[src/rtl/spis_pkg.sv]
package spis_pkg;
  localparam int unsigned DATA_W = 8;
  localparam int unsigned FRAME_BITS = DATA_W + 3;
  localparam int unsigned CNT_W = $clog2(FRAME_BITS + 1);
  localparam int unsigned FIRST_DATA = 2;
  localparam int unsigned LAST_DATA = DATA_W + 1;
  localparam int unsigned FLAG_POS = DATA_W + 2;

  typedef enum logic [1:0] {
    ST_WAITLOW,
    ST_ARMED,
    ST_BUSY
  } frameState_t;

  typedef struct packed {
    logic shiftIn;
    logic loadRead;
    logic readStatus;
    logic judgeWrite;
    logic outData;
    logic outFlag;
    logic outClear;
    logic commitPop;
    logic commitPush;
  } spisStrobes_t;
endpackage

[src/rtl/spis_sync.sv]
module spis_sync #(
  parameter int unsigned WIDTH = 3,
  parameter int unsigned STAGES = 2
) (
  input  logic             clk,
  input  logic             rstN,
  input  logic [WIDTH-1:0] din,
  output logic [WIDTH-1:0] dout
);
  logic [WIDTH-1:0] stage [STAGES];

  always_ff @(posedge clk or negedge rstN) begin
    if (!rstN) begin
      for (int i = 0; i < int'(STAGES); i++) stage[i] <= '0;
    end else begin
      stage[0] <= din;
      for (int i = 1; i < int'(STAGES); i++) stage[i] <= stage[i-1];
    end
  end

  assign dout = stage[STAGES-1];
endmodule

[src/rtl/spis_dpath.sv]
module spis_dpath
  import spis_pkg::*;
#(
  parameter int unsigned SYNC_STAGES = 2
) (
  input  logic              clk,
  input  logic              rstN,
  input  logic              sclk,
  input  logic              cs,
  input  logic              sdi,
  input  logic [DATA_W-1:0] rxData,
  input  logic              rxEmpty,
  input  logic              txFull,
  input  logic [DATA_W-1:0] statusWord,
  input  spisStrobes_t      strobes,
  output logic              sclkRise,
  output logic              sclkFall,
  output logic              csLevel,
  output logic              sdiLevel,
  output logic              sdo,
  output logic              rxPop,
  output logic              txPush,
  output logic [DATA_W-1:0] txData
);
  logic [2:0] pinSync;
  logic sclkS, sclkPrev;
  logic [DATA_W-1:0] inShift, outShift, readByte, lastByte;
  logic staleFlag, sdoR;

  spis_sync #(.WIDTH(3), .STAGES(SYNC_STAGES)) uSync (
    .clk (clk),
    .rstN(rstN),
    .din ({sclk, cs, sdi}),
    .dout(pinSync)
  );

  assign sclkS = pinSync[2];
  assign csLevel = pinSync[1];
  assign sdiLevel = pinSync[0];

  always_ff @(posedge clk or negedge rstN) begin
    if (!rstN) sclkPrev <= 1'b0;
    else       sclkPrev <= sclkS;
  end

  assign sclkRise = sclkS & ~sclkPrev;
  assign sclkFall = ~sclkS & sclkPrev;

  // Write path: serial-in shift register, MSB first
  always_ff @(posedge clk or negedge rstN) begin
    if (!rstN) inShift <= '0;
    else if (strobes.shiftIn) inShift <= {inShift[DATA_W-2:0], sdiLevel};
  end

  // Read source selection and freshness flag
  always_ff @(posedge clk or negedge rstN) begin
    if (!rstN) begin
      readByte  <= '0;
      staleFlag <= 1'b0;
    end else if (strobes.loadRead) begin
      if (strobes.readStatus) begin
        readByte  <= statusWord;
        staleFlag <= 1'b0;
      end else if (!rxEmpty) begin
        readByte  <= rxData;
        staleFlag <= 1'b0;
      end else begin
        readByte  <= lastByte;
        staleFlag <= 1'b1;
      end
    end else if (strobes.judgeWrite) begin
      staleFlag <= txFull;
    end
  end

  always_ff @(posedge clk or negedge rstN) begin
    if (!rstN) lastByte <= '0;
    else if (rxPop) lastByte <= readByte;
  end

  // Serial-out path, updated on detected falling edges
  always_ff @(posedge clk or negedge rstN) begin
    if (!rstN) begin
      outShift <= '0;
      sdoR     <= 1'b0;
    end else if (strobes.outClear) begin
      sdoR <= 1'b0;
    end else if (strobes.loadRead) begin
      outShift <= (strobes.readStatus) ? statusWord : ((!rxEmpty) ? rxData : lastByte);
    end else if (strobes.outData) begin
      sdoR     <= outShift[DATA_W-1];
      outShift <= {outShift[DATA_W-2:0], 1'b0};
    end else if (strobes.outFlag) begin
      sdoR <= staleFlag;
    end
  end

  assign sdo    = sdoR;
  assign txData = inShift;
  assign rxPop  = strobes.commitPop & ~staleFlag;
  assign txPush = strobes.commitPush & ~staleFlag;


  pop_nonempty_chk: assert property (@(posedge clk) disable iff (!rstN)
    rxPop |-> !rxEmpty);

  pop_pulse_chk: assert property (@(posedge clk) disable iff (!rstN)
    rxPop |=> !rxPop);

  push_notfull_chk: assert property (@(posedge clk) disable iff (!rstN)
    txPush |-> !txFull);

  pop_push_excl_chk: assert property (@(posedge clk) disable iff (!rstN)
    !(rxPop && txPush));

  idle_sdo_chk: assert property (@(posedge clk) disable iff (!rstN)
    $past(strobes.outClear) |-> !sdo);
endmodule

[src/rtl/spis_ctrl.sv]
module spis_ctrl
  import spis_pkg::*;
(
  input  logic         clk,
  input  logic         rstN,
  input  logic         sclkRise,
  input  logic         sclkFall,
  input  logic         csLevel,
  input  logic         sdiLevel,
  output spisStrobes_t strobes
);
  frameState_t state;
  logic [CNT_W-1:0] bitCnt;
  logic dirRead, selStatus;
  logic busyAct, inData;

  always_ff @(posedge clk or negedge rstN) begin
    if (!rstN) begin
      state     <= ST_WAITLOW;
      bitCnt    <= '0;
      dirRead   <= 1'b0;
      selStatus <= 1'b0;
    end else begin
      unique case (state)
        ST_WAITLOW: if (!csLevel) state <= ST_ARMED;
        ST_ARMED: if (csLevel) begin
          state  <= ST_BUSY;
          bitCnt <= '0;
        end
        ST_BUSY: begin
          if (!csLevel) begin
            state  <= ST_ARMED;
            bitCnt <= '0;
          end else if (sclkRise) begin
            bitCnt <= bitCnt + 1'b1;
            if (bitCnt == CNT_W'(0)) dirRead <= sdiLevel;
            if (bitCnt == CNT_W'(1)) selStatus <= sdiLevel;
            if (bitCnt == CNT_W'(FLAG_POS)) state <= ST_WAITLOW;
          end
        end
        default: state <= ST_WAITLOW;
      endcase
    end
  end

  assign busyAct = (state == ST_BUSY) && csLevel;
  assign inData  = (bitCnt >= CNT_W'(FIRST_DATA)) && (bitCnt <= CNT_W'(LAST_DATA));

  always_comb begin
    strobes            = '0;
    strobes.outClear   = !busyAct;
    strobes.shiftIn    = busyAct && sclkRise && inData;
    strobes.loadRead   = busyAct && sclkRise && (bitCnt == CNT_W'(1)) && dirRead;
    strobes.readStatus = sdiLevel;
    strobes.judgeWrite = busyAct && sclkRise && (bitCnt == CNT_W'(LAST_DATA)) && !dirRead;
    strobes.commitPop  = busyAct && sclkRise && (bitCnt == CNT_W'(FLAG_POS)) && dirRead && !selStatus;
    strobes.commitPush = busyAct && sclkRise && (bitCnt == CNT_W'(FLAG_POS)) && !dirRead;
    strobes.outData    = busyAct && sclkFall && dirRead && inData;
    strobes.outFlag    = busyAct && sclkFall && (bitCnt == CNT_W'(FLAG_POS));
  end


  abort_idle_chk: assert property (@(posedge clk) disable iff (!rstN)
    (state == ST_BUSY && !csLevel) |=> (state == ST_ARMED));

  need_low_chk: assert property (@(posedge clk) disable iff (!rstN)
    (state == ST_WAITLOW) |=> (state != ST_BUSY));

  abort_no_commit_chk: assert property (@(posedge clk) disable iff (!rstN)
    !csLevel |-> !(strobes.commitPop || strobes.commitPush));
endmodule

[src/rtl/spi_fresh_slave.sv]
module spi_fresh_slave
  import spis_pkg::*;
#(
  parameter int unsigned SYNC_STAGES = 2
) (
  input  logic              clk,
  input  logic              rstN,
  input  logic              sclk,
  input  logic              cs,
  input  logic              sdi,
  output logic              sdo,
  input  logic [DATA_W-1:0] rxData,
  input  logic              rxEmpty,
  output logic              rxPop,
  output logic [DATA_W-1:0] txData,
  output logic              txPush,
  input  logic              txFull,
  input  logic [DATA_W-1:0] statusWord
);
  spisStrobes_t strobes;
  logic sclkRise, sclkFall, csLevel, sdiLevel;

  spis_ctrl uCtrl (
    .clk     (clk),
    .rstN    (rstN),
    .sclkRise(sclkRise),
    .sclkFall(sclkFall),
    .csLevel (csLevel),
    .sdiLevel(sdiLevel),
    .strobes (strobes)
  );

  spis_dpath #(.SYNC_STAGES(SYNC_STAGES)) uDpath (
    .clk       (clk),
    .rstN      (rstN),
    .sclk      (sclk),
    .cs        (cs),
    .sdi       (sdi),
    .rxData    (rxData),
    .rxEmpty   (rxEmpty),
    .txFull    (txFull),
    .statusWord(statusWord),
    .strobes   (strobes),
    .sclkRise  (sclkRise),
    .sclkFall  (sclkFall),
    .csLevel   (csLevel),
    .sdiLevel  (sdiLevel),
    .sdo       (sdo),
    .rxPop     (rxPop),
    .txPush    (txPush),
    .txData    (txData)
  );
endmodule

[config.mk]
export PLATFORM = sky130hd
export DESIGN_NAME = spi_fresh_slave
export DESIGN_NICKNAME = d
export VERILOG_FILES = /design/src/rtl/spis_pkg.sv /design/src/rtl/spis_sync.sv /design/src/rtl/spis_dpath.sv /design/src/rtl/spis_ctrl.sv /design/src/rtl/spi_fresh_slave.sv
export SDC_FILE = /design/constraint.sdc
export NUM_CORES = 1
export LEC_CHECK = 0
export ABC_AREA = 1
export BUFFER_PORTS_ARGS = -buffer_cell sky130_fd_sc_hd__buf_2
export CAP_MARGIN = 20
export CORE_ASPECT_RATIO = 0.9
export CORE_MARGIN = 8
export CORE_UTILIZATION = 50
export DETAILED_ROUTE_END_ITERATION = 12
export PLACE_DENSITY = 0.71
export RECOVER_POWER = 25
export SYNTH_ARGS = -nofsm -noshare
export SYNTH_HDL_FRONTEND = slang
export SYNTH_SLANG_ARGS = --single-unit
[constraint.sdc]
create_clock -name clk -period 5.2 [get_ports clk]
set_input_delay 1.04 -clock clk [delete_from_list [all_inputs] [get_ports clk]]
set_output_delay 1.04 -clock clk [all_outputs]
set_load 0.05 [all_outputs]
; ---- Word level (Yosys, flattened, before mapping)
; Index checks and enable logic that the tools add are counted.
[op_classes]
add_sub_neg = 1
order_cmp = 2
n_eq_ne = 11
n_mux = 22
bitwise_logic = 7
n_reduce_logical = 29
[op_table]
columns = operator, n
row1 = 8-bit 2-to-1 mux, 4
row2 = 1-bit logical AND, 16
row3 = 4-bit 2-to-1 mux, 3
row4 = 4-bit AND reduction, 3
row5 = 2-bit 2-to-1 mux, 5
row6 = "3-bit inequality test, second input constant", 3
row7 = "4-bit == test, second input constant", 2
row8 = 1-bit 2-to-1 mux, 8
row9 = 4-bit one-hot mux with 2 select lines, 1
row10 = 2-bit one-hot mux with 3 select lines, 1
row11 = 2-bit nonzero test, 3
row12 = "4-bit by 1-bit adder with 4-bit output, second input constant", 1
row13 = 1-bit bitwise AND, 4
row14 = "4-bit by 1-bit == test with 1-bit output, second input constant", 1
row15 = "4-bit by 2-bit >= comparator with 1-bit output, second input constant", 1
row16 = "4-bit less-or-equal comparator, second input constant", 1
row17 = 4-bit logical NOT, 1
row18 = "2-bit inequality test, second input constant", 2
row19 = 2-bit AND reduction, 2
row20 = 1-bit NOT, 3
row21 = 3-bit AND reduction, 1
row22 = "2-bit by 1-bit == test with 1-bit output, second input constant", 1
row23 = "2-bit == test, second input constant", 1
row24 = 1-bit logical NOT, 2
row25 = other kinds (2), 2
[word_totals]
register_bits = 49
in_bits = 23
wordCells = 85

; ---- Logic depth before layout (Yosys ltp)
; Gate-level depths: netlist (run 1).
[depth]
depth_word = 8
mapped_depth = 10
mapped_depth_nobuf = 10

; ---- Cells and area by module
; From an unflattened synthesis (run 1), not the netlist that was laid out.
[unflattened]
hier_cells = 309
hier_area_um2 = 2548.7
[by_module_without_submodules]
columns = mod, n_inst, cells_per_inst, area_each_um2, seq_area_each_um2
row1 = spis_dpath, 1, 204, 1690.4, 875.8
row2 = spis_ctrl, 1, 96, 685.7, 200.2
row3 = spis_sync, 1, 9, 172.7, 150.1

; ---- Worst setup path before layout (run 1)
; OpenSTA, ideal clock, no wires.
[synth_timing]
kind = reg-to-output
startpoint = reg uCtrl.state[0]
endpoint = out txPush
t_arrival_ns = 2.106
required_ns = 4.160
path_slack_ns = 2.054
path_stages_with_launch = 7
n_path_buf = 0
path_cell_list = dfrtp_1 inv_1 ha_1 nand2_2 nor2_8 nand2_1 nor3_1
[synth_via]
elab_chain_cells = 6
[synth_rtl]
columns = item, line_no
row1 = from (decl), spis_ctrl.sv:12  ; frameState_t state;
row2 = from (signal assigned), spis_ctrl.sv:19  ; state <= ST_WAITLOW;
row3 = from (signal assigned), spis_ctrl.sv:25  ; ST_WAITLOW: if (!csLevel) state <= ST_ARMED;
row4 = from (signal assigned), spis_ctrl.sv:27  ; state <= ST_BUSY;
row5 = 2-bit == test, spis_ctrl.sv:46  ; assign busyAct = (state == ST_BUSY) && csLevel;
row6 = 1-bit logical AND, spis_ctrl.sv:46
row7 = 1-bit logical AND (3 in a row), spis_ctrl.sv:57  ; strobes.commitPush = busyAct && sclkRise && (bitCnt == CNT_W'(FLAG_POS)) && !dirRead;
row8 = 1-bit bitwise AND, spis_dpath.sv:101  ; assign txPush = strobes.commitPush & ~staleFlag;
row9 = to (decl), spi_fresh_slave.sv:16  ; output logic txPush,
; No other way between the ends.

; ---- Worst setup path after layout (run 1)
[layout_timing]
startpoint = reg uCtrl.state[0]
endpoint = out rxPop
[layout_via]
elab_chain_cells = 7
[layout_rtl]
columns = item, line_no
row1 = 2-bit == test, spis_ctrl.sv:46
row2 = 1-bit logical AND, spis_ctrl.sv:46
row3 = 1-bit logical AND (4 in a row), spis_ctrl.sv:56  ; strobes.commitPop = busyAct && sclkRise && (bitCnt == CNT_W'(FLAG_POS)) && dirRead && !selStatus;
row4 = 1-bit bitwise AND, spis_dpath.sv:100  ; assign rxPop = strobes.commitPop & ~staleFlag;
row5 = to (decl), spi_fresh_slave.sv:14  ; output logic rxPop,
; No other way between the ends.

==> run_results.csv, run 1 <==
group,metric,value,unit
yosys,yosys-top-cells-area,"dfrtp_1 (51%), nand2_1 (13%), o21ai_0 (9.2%), inv_1 (5.8%), ha_1 (4.2%)",
detailed_routing,drcViolationCount,0,
yosys,synth_nets,310,
timing,hold_violations,0,
global_route,grt_pass1_wl,8100,um
detailed_routing,finalWirelength,4600,um
setup_path,critPathTopFamily,"simple AND/OR/NAND/NOR gates",
detailed_routing,antenna_left,0,
timing,fmax,319,MHz
timing,rsz0062_at_grt,"false",
clocking,htreeDepth,2,
cells_and_area,n_antenna_cell,0,
setup_path,startpoint_type,"register",
place,routabilityCongestion,0.775,
power,total_power,0.000972,W
power,vdd_drop_max,0.255,mV
job,maxCapViolCount,0,
global_route,antenna_found_initial,0,
yosys,ys_seq_area_frac,0.510,
cells_and_area,final_cell_count_no_fill,380,
floorplan,rows,24,
yosys,synth_area,0.00240,mm2
timing,clock_skew,4.80,ps
power,switching_share,0.298,
clocking,clock_path_buffers,2,
detailed_routing,vias,1836,
floorplan,fp.coreArea,0.00474,mm2
clocking,clock_sinks,49,
yosys,yosysUniqueCellTypes,26,
yosys,synth_top_area_frac,0.510,
timing,fin_crit_sh,0.602,
detailed_routing,vias_per_cell,4.83,
detailed_routing,first_iter_violations,128,
global_route,grt-ovfl-total,0,
timing,slew_violations,0,
setup_path,crit_fanout,17,
setup_path,path_common_cell,"inv_1",
clocking,cts-root-buf,"clkbuf_8",
yosys,synth_ff_type,"dfrtp_1",
yosys,synth_top_cell_by_area,"dfrtp_1",
power,p_sw,0.000290,W
clocking,ctsHoldBuffers,0,
clocking,cts_tree,"done",
clocking,cts_setup_buffers,0,
timing,setup_tns,0,ps
setup_path,max_stage_delay,410,ps
cells_and_area,area_growth,14.6,%
clocking,ctsResizeCount,0,
cells_and_area,fillers,475,
cells_and_area,drive_gt1_frac,0.171,
power,p_seq_frac,0.462,
timing,finalHoldWorstSlack,352,ps
min_path,hp-start,"uDpath.uSync.stage[3]",
setup_path,rrSetupSlack,3260,ps
setup_path,r2r_end,"uDpath.outShift[5]",
setup_path,critical_path.cell_chain,"inv_1, ha_1, nand2_2, nor2_8, nand3_2, inv_1, buf_2",
floorplan,design.die.area,0.00728,mm2
timing,final-setup-viol-count,0,
power,p_comb_frac,0.210,
detailed_routing,avgRoutedWirePerCell,12.1,um
yosys,synth_most_common_cell,"nand2_1",
min_path,worstHoldEndpoint,"uDpath.uSync.dout[0]",
yosys,synthCells,279,
floorplan,start_util,0.506,
yosys,synth_edf_count,0,
power,clkPwrFrac,0.328,
setup_path,criticalPathCategory,"register to output port",
place,numPortBuffers,33,
floorplan,pin_count,34,
place,dp_hpwl,3290,um
outcome,outcome,"completed",
yosys,avgSynthCellArea,8.61,um2
detailed_routing,drt_pass1_iterations,4,
floorplan,dieHeight,81.8,um
place,dpl.cell_count,371,
setup_path,cp-startpoint,"uCtrl.state[0]",
timing,fin_crit,3130,ps
global_route,grt_pass1_vias,1775,
setup_path,r2r-start,"uCtrl.bitCnt[1]",
yosys,synthArstFlopShare,1.00,
power,p_int,0.000682,W
clocking,numCtsBuffers,5,
setup_path,cp_num_buf_inv,3,
min_path,holdPathStages,0,
setup_path,cp-end-kind,"output port",
place,dp_slack,2390,ps
cells_and_area,nNetsFinal,345,
setup_path,slowest_stage,"dfrtp_1",
timing,relSlewSlack,0.135,
global_route,grt_use_total,0.143,
yosys,netlist_top_cells_count,"nand2_1 (82), dfrtp_1 (49), o21ai_0 (44)",
clocking,clk_pin_slew,90,ps
timing,setup_ws,2070,ps
global_route,grt_start_max_net_pins,50,
setup_path,cp.arrival,2090,ps
power,p_per_area,353,mW/mm2
setup_path,cp.required,4160,ps
yosys,yosys_register_bits,49,
clocking,clk_latency,300,ps
floorplan,dieWidth,89.1,um
power,leakagePower,1.44,nW
min_path,hold_class,"register to register",
yosys,yosys_warnings,0,
setup_path,reg2reg_depth,9,
timing,worst_pin_slew,1300,ps
## per-layer routing
metal,up-vias,share of wire,track usage
met4,0,0.012,0.0547
met2,37,0.44,0.218
met5,-,0,0
met1,829,0.49,0.192
met3,6,0.064,0.0340
li1,964,-,-
## sequential cells by signal, indices dropped and copies added (netlist names)
register	count
uCtrl.dirRead	1
uDpath.sdo	1
uDpath.uSync.dout	3
uDpath.outShift	8
uCtrl.selStatus	1
uDpath.uSync.stage	3
uDpath.readByte	8
uDpath.sclkPrev	1
uDpath.lastByte	8
uCtrl.bitCnt	4
uCtrl.state	2
uDpath.txData	8
uDpath.staleFlag	1
## area by class of cell
type                            count  area [um2]  area share
Timing Repair Buffer               34         184      0.0668
Tap cell                           65        81.3      0.0295
Inverter                           38         148      0.0536
Sequential cell                    49        1230       0.445
Multi-Input combinational cell    186         981       0.356
Clock inverter                      3        65.1      0.0236
Clock buffer                        5        68.8      0.0250
## placed cells by master, fill, tap and decap left out, types with 3 or more instances in the layout
cell / count
dfrtp_1: 49
nand3_2: 3
nand3_1: 14
a21oi_1: 6
ha_1: 8
inv_1: 37
nand2_1: 82
o21ai_0: 44
clkbuf_8: 5
buf_2: 32
nand4_1: 5
nor2_1: 7
## cells by family (layout without fill, tap and decap cells)
| family | count (synthesis) | count (layout) | share of synthesized area |
|---|---|---|---|
| AND/OR/NAND/NOR | 119 | 119 | 0.228 |
| AO/OA/AOI/OAI | 56 | 56 | 0.127 |
| flip-flops | 49 | 49 | 0.510 |
| buffers and inverters | 44 | 80 | 0.0812 |
| adder cells (fa/ha/maj) | 8 | 8 | 0.0417 |
| XOR/XNOR | 2 | 2 | 0.00729 |
| multiplexers | 1 | 1 | 0.00417 |
## worst reg2reg max path: stages, from the launching register on
cell and delay (ps):
dfrtp_1 430, inv_1 120, ha_1 200, nor3b_2 320
nand3_4 260, clkinv_4 210, nand2_1 130, nand2_1 90
nand2_1 60, nand2_1 60
## how the worst max path moves through the flow
stage / slack (ps) / cells past startpoint / end
4_1_cts: 2040 / 7 / rxPop
3_3_place_gp: 2430 / 7 / rxPop
5_1_grt: 1860 / 7 / rxPop
2_1_floorplan: 2050 / 6 / txPush
3_5_place_dp: 2390 / 7 / rxPop
6_report: 2070 / 7 / rxPop
## stage by stage
step / util / cell area, um2
2_1_floorplan: - / 2400
3_3_place_gp: 0.548 / 2600
3_5_place_dp: 0.548 / 2600
4_1_cts: 0.576 / 2740
5_1_grt: 0.580 / 2750
6_report: 0.580 / 2750
## power by group through the flow
stage | sequential [W] | combinational, W | clock [W]
after global placement | 0.000453 | 0.000198 | 0
after global routing | 0.000454 | 0.000238 | 0.000340
after CTS | 0.000448 | 0.000204 | 0.000324
final | 0.000449 | 0.000204 | 0.000319
after detailed placement | 0.000456 | 0.000202 | 0
after floorplan | 0.000465 | 0.000136 | 0
No activity file was read; power rests on OpenSTA's default activity.
==> run 2, diff against run 1 <==
- ABC_AREA: 1 -> 0
- PLACE_DENSITY: 0.71 -> 0.74
- clock period: 5.2 -> 2.8 ns (I/O delays scaled with it)
==> run 2 against run 1 <==
Effect of this change: clock power is 31% higher; routed wire length is 1.0% lower; via count is 13% lower; hold slack worse by 0.80 ps; global-route usage is 0.87 points lower; cell area is 1.1% lower; combinational power is 39% higher; largest power group unchanged; highest routed layer unchanged.
==> run_results.csv, run 2 <==
group,metric,value,unit
yosys,synth_area,0.00244,mm2
cells_and_area,final_common_cell,"dfrtp_1",
timing,hold_violations,0,
timing,worst_pin_slew,862,ps
clocking,clk_pin_slew,80,ps
cells_and_area,n_antenna_cell,0,
yosys,synth_edf_count,0,
cells_and_area,fillers,411,
timing,clock_skew,9.77,ps
cells_and_area,multi_input_area,0.00112,mm2
global_route,grt-ovfl-total,0,
setup_path,criticalPathCategory,"register to output port",
detailed_routing,drt_pass1_iterations,4,
clocking,clock_path_buffers,2,
setup_path,cp.arrival,2010,ps
timing,rsz0062_at_grt,"false",
clocking,cts_setup_buffers,0,
yosys,avgSynthCellArea,11.7,um2
yosys,yosysUniqueCellTypes,41,
clocking,ctsResizeCount,0,
timing,relSlewSlack,0.426,
global_route,grt_start_max_net_pins,34,
cells_and_area,drive_gt1_frac,0.328,
global_route,grt_pass1_vias,1618,
floorplan,start_util,0.511,
clocking,clk_latency,290,ps
cells_and_area,area_growth,11.6,%
clocking,cts-root-buf,"clkbuf_8",
cells_and_area,mostFrequentLayoutCells,"dfrtp_1 (49), nand2_1 (34), buf_2 (32)",
yosys,synthArstFlopShare,1.00,
yosys,yosys_register_bits,49,
yosys,synth_adder_area_share,0.0410,
detailed_routing,antenna_left,0,
setup_path,crit_fanout,6,
clocking,ctsHoldBuffers,0,
global_route,grt_pass1_wl,7510,um
power,vdd_drop_max,0.450,mV
place,dp_hpwl,3390,um
floorplan,dieHeight,82.3,um
cells_and_area,seqCellArea,0.00123,mm2
place,routabilityCongestion,0.818,
place,numPortBuffers,33,
place,dp_slack,353,ps
floorplan,dieWidth,89.6,um
clocking,clock_sinks,49,
outcome,outcome,"completed",
yosys,yosys-top-cells-area,"dfrtp_1 (50%), mux2_2 (13%), nand2_1 (5.2%), mux2i_1 (4.9%), ha_1 (4.1%)",
detailed_routing,vias,1600,
yosys,synth_compound_area_frac,0.0733,
job,maxCapViolCount,0,
detailed_routing,avgRoutedWirePerCell,14.9,um
timing,setup_tns,0,ps
clocking,numCtsBuffers,5,
timing,fin_crit,2570,ps
yosys,muxShareOfSynthArea,0.206,
setup_path,cp-end-kind,"output port",
yosys,synthCells,209,
floorplan,pin_count,34,
power,p_per_area,560,mW/mm2
detailed_routing,finalWirelength,4550,um
yosys,ys_seq_area_frac,0.503,
clocking,cts_tree,"done",
floorplan,fp.coreArea,0.00477,mm2
timing,final-setup-viol-count,0,
yosys,synth_nets,240,
clocking,htreeDepth,2,
yosys,synth_top_area_frac,0.503,
setup_path,startpoint_type,"register",
setup_path,cp.required,2240,ps
power,leakagePower,1.39,nW
timing,fmax,389,MHz
yosys,synth_most_common_cell,"dfrtp_1",
yosys,synth_ff_type,"dfrtp_1",
yosys,synth_top_family_by_area,"multiplexers",
detailed_routing,vias_per_cell,5.23,
global_route,antenna_found_initial,0,
yosys,synthSimpleGateAreaFrac,0.134,
detailed_routing,drcViolationCount,0,
yosys,yosys.area_share.xor_xnor,0,
yosys,yosys_warnings,0,
floorplan,design.die.area,0.00737,mm2
timing,setup_ws,228,ps
timing,fin_crit_sh,0.919,
floorplan,rows,24,
cells_and_area,nNetsFinal,272,
min_path,hold_class,"input port to asynchronous set/reset pin",
timing,slew_violations,0,
detailed_routing,first_iter_violations,63,
yosys,netlist_top_cells_count,"dfrtp_1 (49), nand2_1 (34), mux2_2 (29)",
global_route,grt_use_total,0.134,
yosys,synth_top_cell_by_area,"dfrtp_1",
-- run 2: cell count changes in the layout (fill, tap and decap cells not counted), moves of 3 or more --
| cell | change |
|---|---|
| a21o_1 | +3 |
| a21oi_1 | -4 |
| inv_1 | -28 |
| mux2_2 | +29 |
| mux2_4 | +3 |
| mux2i_1 | +11 |
| nand2_1 | -48 |
| nand2b_1 | +3 |
| nand3_1 | -11 |
| nand3_2 | -3 |
| nand4_1 | -3 |
| o21ai_0 | -32 |
-- run 2: worst paths after layout --
| check | cells past startpoint | slack [ps] | end | from |
|---|---|---|---|---|
| worst max-delay path | 6 | 230 | rxPop | uCtrl.bitCnt[0] |
| worst min-delay path | 1 | 350 | uDpath.txData[5] | rstN |
| worst max register to register | 6 | 340 | uDpath.outShift[1] | uCtrl.state[0] |
| worst min register to register | 0 | 350 | uDpath.uSync.dout[1] | uDpath.uSync.stage[4] |
| max in group asynchronous | 2 | 1170 | uDpath.outShift[4] | rstN |
| min in group clk | 0 | 350 | uDpath.uSync.dout[1] | uDpath.uSync.stage[4] |
-- run 2: area by class of cell --
| type | count | area share |
|---|---|---|
| multi-input combinational | 141 | 0.410 |
| sequential | 49 | 0.450 |
| clock buffer | 6 | 0.0303 |
| tap | 65 | 0.0299 |
| inverter | 9 | 0.0124 |
| timing repair buffer | 35 | 0.0648 |
| clock inverter | 1 | 0.00276 |
-- run 2: critical path, cell delays in order (launching register included) --
cell and delay, ps:
dfrtp_1 450, inv_1 110, ha_1 210, nand3b_4 100, or2_4 270, nor4_4 270, buf_2 320
-- run 2: metrics by stage --
stage	util	hold slack, ps	instance area, um2	power, W	cells
after floorplan	-	264	2450	0.00105	209
after global placement	0.552	333	2640	0.00111	299
after detailed placement	0.552	335	2640	0.00112	299
after CTS	0.571	175	2730	0.00154	306
after global routing	0.570	351	2720	0.00162	306
final	0.570	352	2720	0.00153	306
-- run 2: where the power goes --
| group | internal, W | switching [W] |
|---|---|---|
| logic | 0.000113 | 0.000170 |
| registers | 0.000760 | 0.0000641 |
| clock network | 0.000196 | 0.000223 |
| total | 0.00107 | 0.000457 |
-- run 2: metal layers --
layer | routed length (um) | global-route usage
met2 | 2110 | 0.203
met5 | 0 | 0
met1 | 2200 | 0.177
met3 | 160 | 0.0346
met4 | 77 | 0.0580
-- run 2: cell families (layout without fill, tap and decap cells) --
group | Yosys count | after routing
flip-flops | 49 | 49
AND/OR/NAND/NOR | 62 | 62
AO/OA/AOI/OAI | 26 | 26
adder cells (fa/ha/maj) | 8 | 8
buffers and inverters | 19 | 51
multiplexers | 45 | 45
==> run 3, diff against run 2 <==
- BUFFER_PORTS_ARGS: -buffer_cell sky130_fd_sc_hd__buf_2 -> default
- DONT_BUFFER_PORTS: default -> 1
- PLACE_DENSITY: 0.74 -> 0.65
- clock period: 2.8 -> 3 ns (I/O delays scaled with it)
==> run 3 against run 2 <==
Effect of this change: the flow now finishes with violations (capacitance limit, slew limit); via count shrank 2.6%; worst setup slack gained 160 ps; power shrank 7.6%; cell count shrank 10%; combinational power shrank 11%; die area is the same; first-iteration DRC count grew 60%; critical endpoint is now txPush.
==> run_results.csv, run 3 (same netlist as run 2, synthesis figures left out) <==
group,metric,value,unit
setup_path,rrSetupSlack,490,ps
timing,fin_crit,2610,ps
detailed_routing,drt_pass1_iterations,4,
floorplan,dieWidth,89.6,um
global_route,grt_use_total,0.141,
timing,fmax,383,MHz
cells_and_area,n_antenna_cell,0,
floorplan,design.die.area,0.00737,mm2
place,numPortBuffers,0,
min_path,holdPathStages,0,
clocking,numCtsBuffers,5,
setup_path,reg2reg_depth,6,
clocking,htreeDepth,2,
clocking,cts_tree,"done",
global_route,grt_start_max_net_pins,50,
setup_path,cp_num_buf_inv,2,
clocking,clk_latency,300,ps
setup_path,r2r-start,"uCtrl.state[0]",
cells_and_area,postLayoutCellArea,0.00258,mm2
detailed_routing,drcViolationCount,0,
global_route,grt_pass1_vias,1666,
floorplan,dieHeight,82.3,um
setup_path,cp-end-kind,"output port",
setup_path,slowest_stage,"dfrtp_1",
place,dpl_cell_area,0.00248,mm2
clocking,cts-root-buf,"clkbuf_8",
timing,setup_tns,0,ps
cells_and_area,drive_gt1_frac,0.229,
detailed_routing,finalWirelength,4680,um
clocking,clk_pin_slew,80,ps
job,maxCapViolCount,1,
timing,fin_crit_sh,0.870,
floorplan,rows,24,
timing,worst_pin_slew,2090,ps
clocking,ctsResizeCount,0,
place,dpl.cell_count,267,
place,routabilityCongestion,0.846,
clocking,ctsHoldBuffers,1,
setup_path,crit_fanout,6,
outcome,outcome,"finished with violations",
setup_path,critPathTopFamily,"simple AND/OR/NAND/NOR gates",
cells_and_area,final_common_cell,"dfrtp_1",
clocking,clock_path_buffers,2,
setup_path,cp.arrival,2010,ps
detailed_routing,avgRoutedWirePerCell,17.0,um
detailed_routing,vias,1558,
min_path,hold_class,"input port to register",
clocking,clock_sinks,49,
detailed_routing,first_iter_violations,101,
setup_path,critical_path.cell_chain,"inv_1, ha_1, nand3b_4, or2_4, nor4_2, buf_4",
global_route,grt-ovfl-total,0,
power,vdd_drop_max,0.293,mV
global_route,antenna_found_initial,0,
setup_path,startpoint_type,"register",
clocking,cts_setup_buffers,0,
place,dp_hpwl,3480,um
timing,hold_violations,0,
floorplan,start_util,0.511,
min_path,worstHoldEndpoint,"uDpath.uSync.stage[3]",
cells_and_area,final_cell_count_no_fill,275,
timing,rsz0062_at_grt,"false",
cells_and_area,mostFrequentLayoutCells,"dfrtp_1 (49), nand2_1 (34), mux2_2 (29)",
setup_path,r2r_end,"uDpath.outShift[1]",
detailed_routing,vias_per_cell,5.67,
power,leakagePower,1.26,nW
place,dp_slack,522,ps
outcome,violations,"capacitance limit, slew limit",
timing,clock_skew,10.3,ps
cells_and_area,area_growth,5.85,%
detailed_routing,antenna_left,0,
floorplan,pin_count,34,
timing,setup_ws,390,ps
timing,slew_violations,50,
timing,relSlewSlack,-0.394,
setup_path,max_stage_delay,440,ps
floorplan,fp.coreArea,0.00477,mm2
setup_path,criticalPathCategory,"register to output port",
power,p_per_area,546,mW/mm2
global_route,grt_pass1_wl,8010,um
min_path,hp-start,"sdi",
timing,final-setup-viol-count,0,
setup_path,cp.required,2400,ps
cells_and_area,nNetsFinal,241,
[run 3: cell types whose count changed in the layout (fill, tap and decap cells not counted), sizes merged]
cell,previous run,this run
buf,33,3
clkbuf,8,6
dlymetal6s4s,0,1
[run 3: cell type report]
type,count,area (um2)
sequential,49,1230
clock buffer,6,82.6
tap,65,81.3
multi-input combinational,141,1120
inverter,9,33.8
clock inverter,1,7.51
fill,415,2190
timing repair buffer,4,35.0
[run 3: metal layers]
metal / part of all wire / track usage / vias up
met3: 0.075 / 0.0465 / 7
met1: 0.43 / 0.177 / 781
met5: 0 / 0 / -
met2: 0.48 / 0.221 / 46
met4: 0.013 / 0.0564 / 0
li1: - / - / 724
[run 3: worst reg2reg max path, stage by stage (launching register included)]
cell     delay [ps]
dfrtp_1         420
inv_1           100
ha_1            290
and3b_1         260
and4_1          680
mux2_2          410
mux2_2          250
[run 3: report_power, final]
| part | total [W] | switching [W] | internal (W) |
|---|---|---|---|
| logic | 0.000251 | 0.000154 | 0.0000965 |
| registers | 0.000773 | 0.0000636 | 0.000710 |
| clock network | 0.000385 | 0.000203 | 0.000182 |
[run 3: metrics by stage]
step	hold WS (ps)	power, W	util
finish	328	0.00141	0.541
floorplan	304	0.000979	-
CTS	150	0.00143	0.544
global route	305	0.00149	0.541
global placement	307	0.00100	0.519
detailed placement	307	0.00102	0.519
[run 3: worst max-delay path by stage]
| stage | start | slack, ps | depth (start not counted) | end |
|---|---|---|---|---|
| 6_report | uCtrl.bitCnt[0] | 390 | 6 | txPush |
| 5_1_grt | uCtrl.bitCnt[0] | 270 | 6 | rxPop |
| 4_1_cts | uCtrl.bitCnt[0] | 380 | 6 | txPush |
| 3_5_place_dp | uCtrl.state[0] | 520 | 6 | uDpath.outShift[4] |
| 3_3_place_gp | uCtrl.state[0] | 610 | 6 | uDpath.outShift[1] |
| 2_1_floorplan | uCtrl.bitCnt[0] | 410 | 5 | txPush |
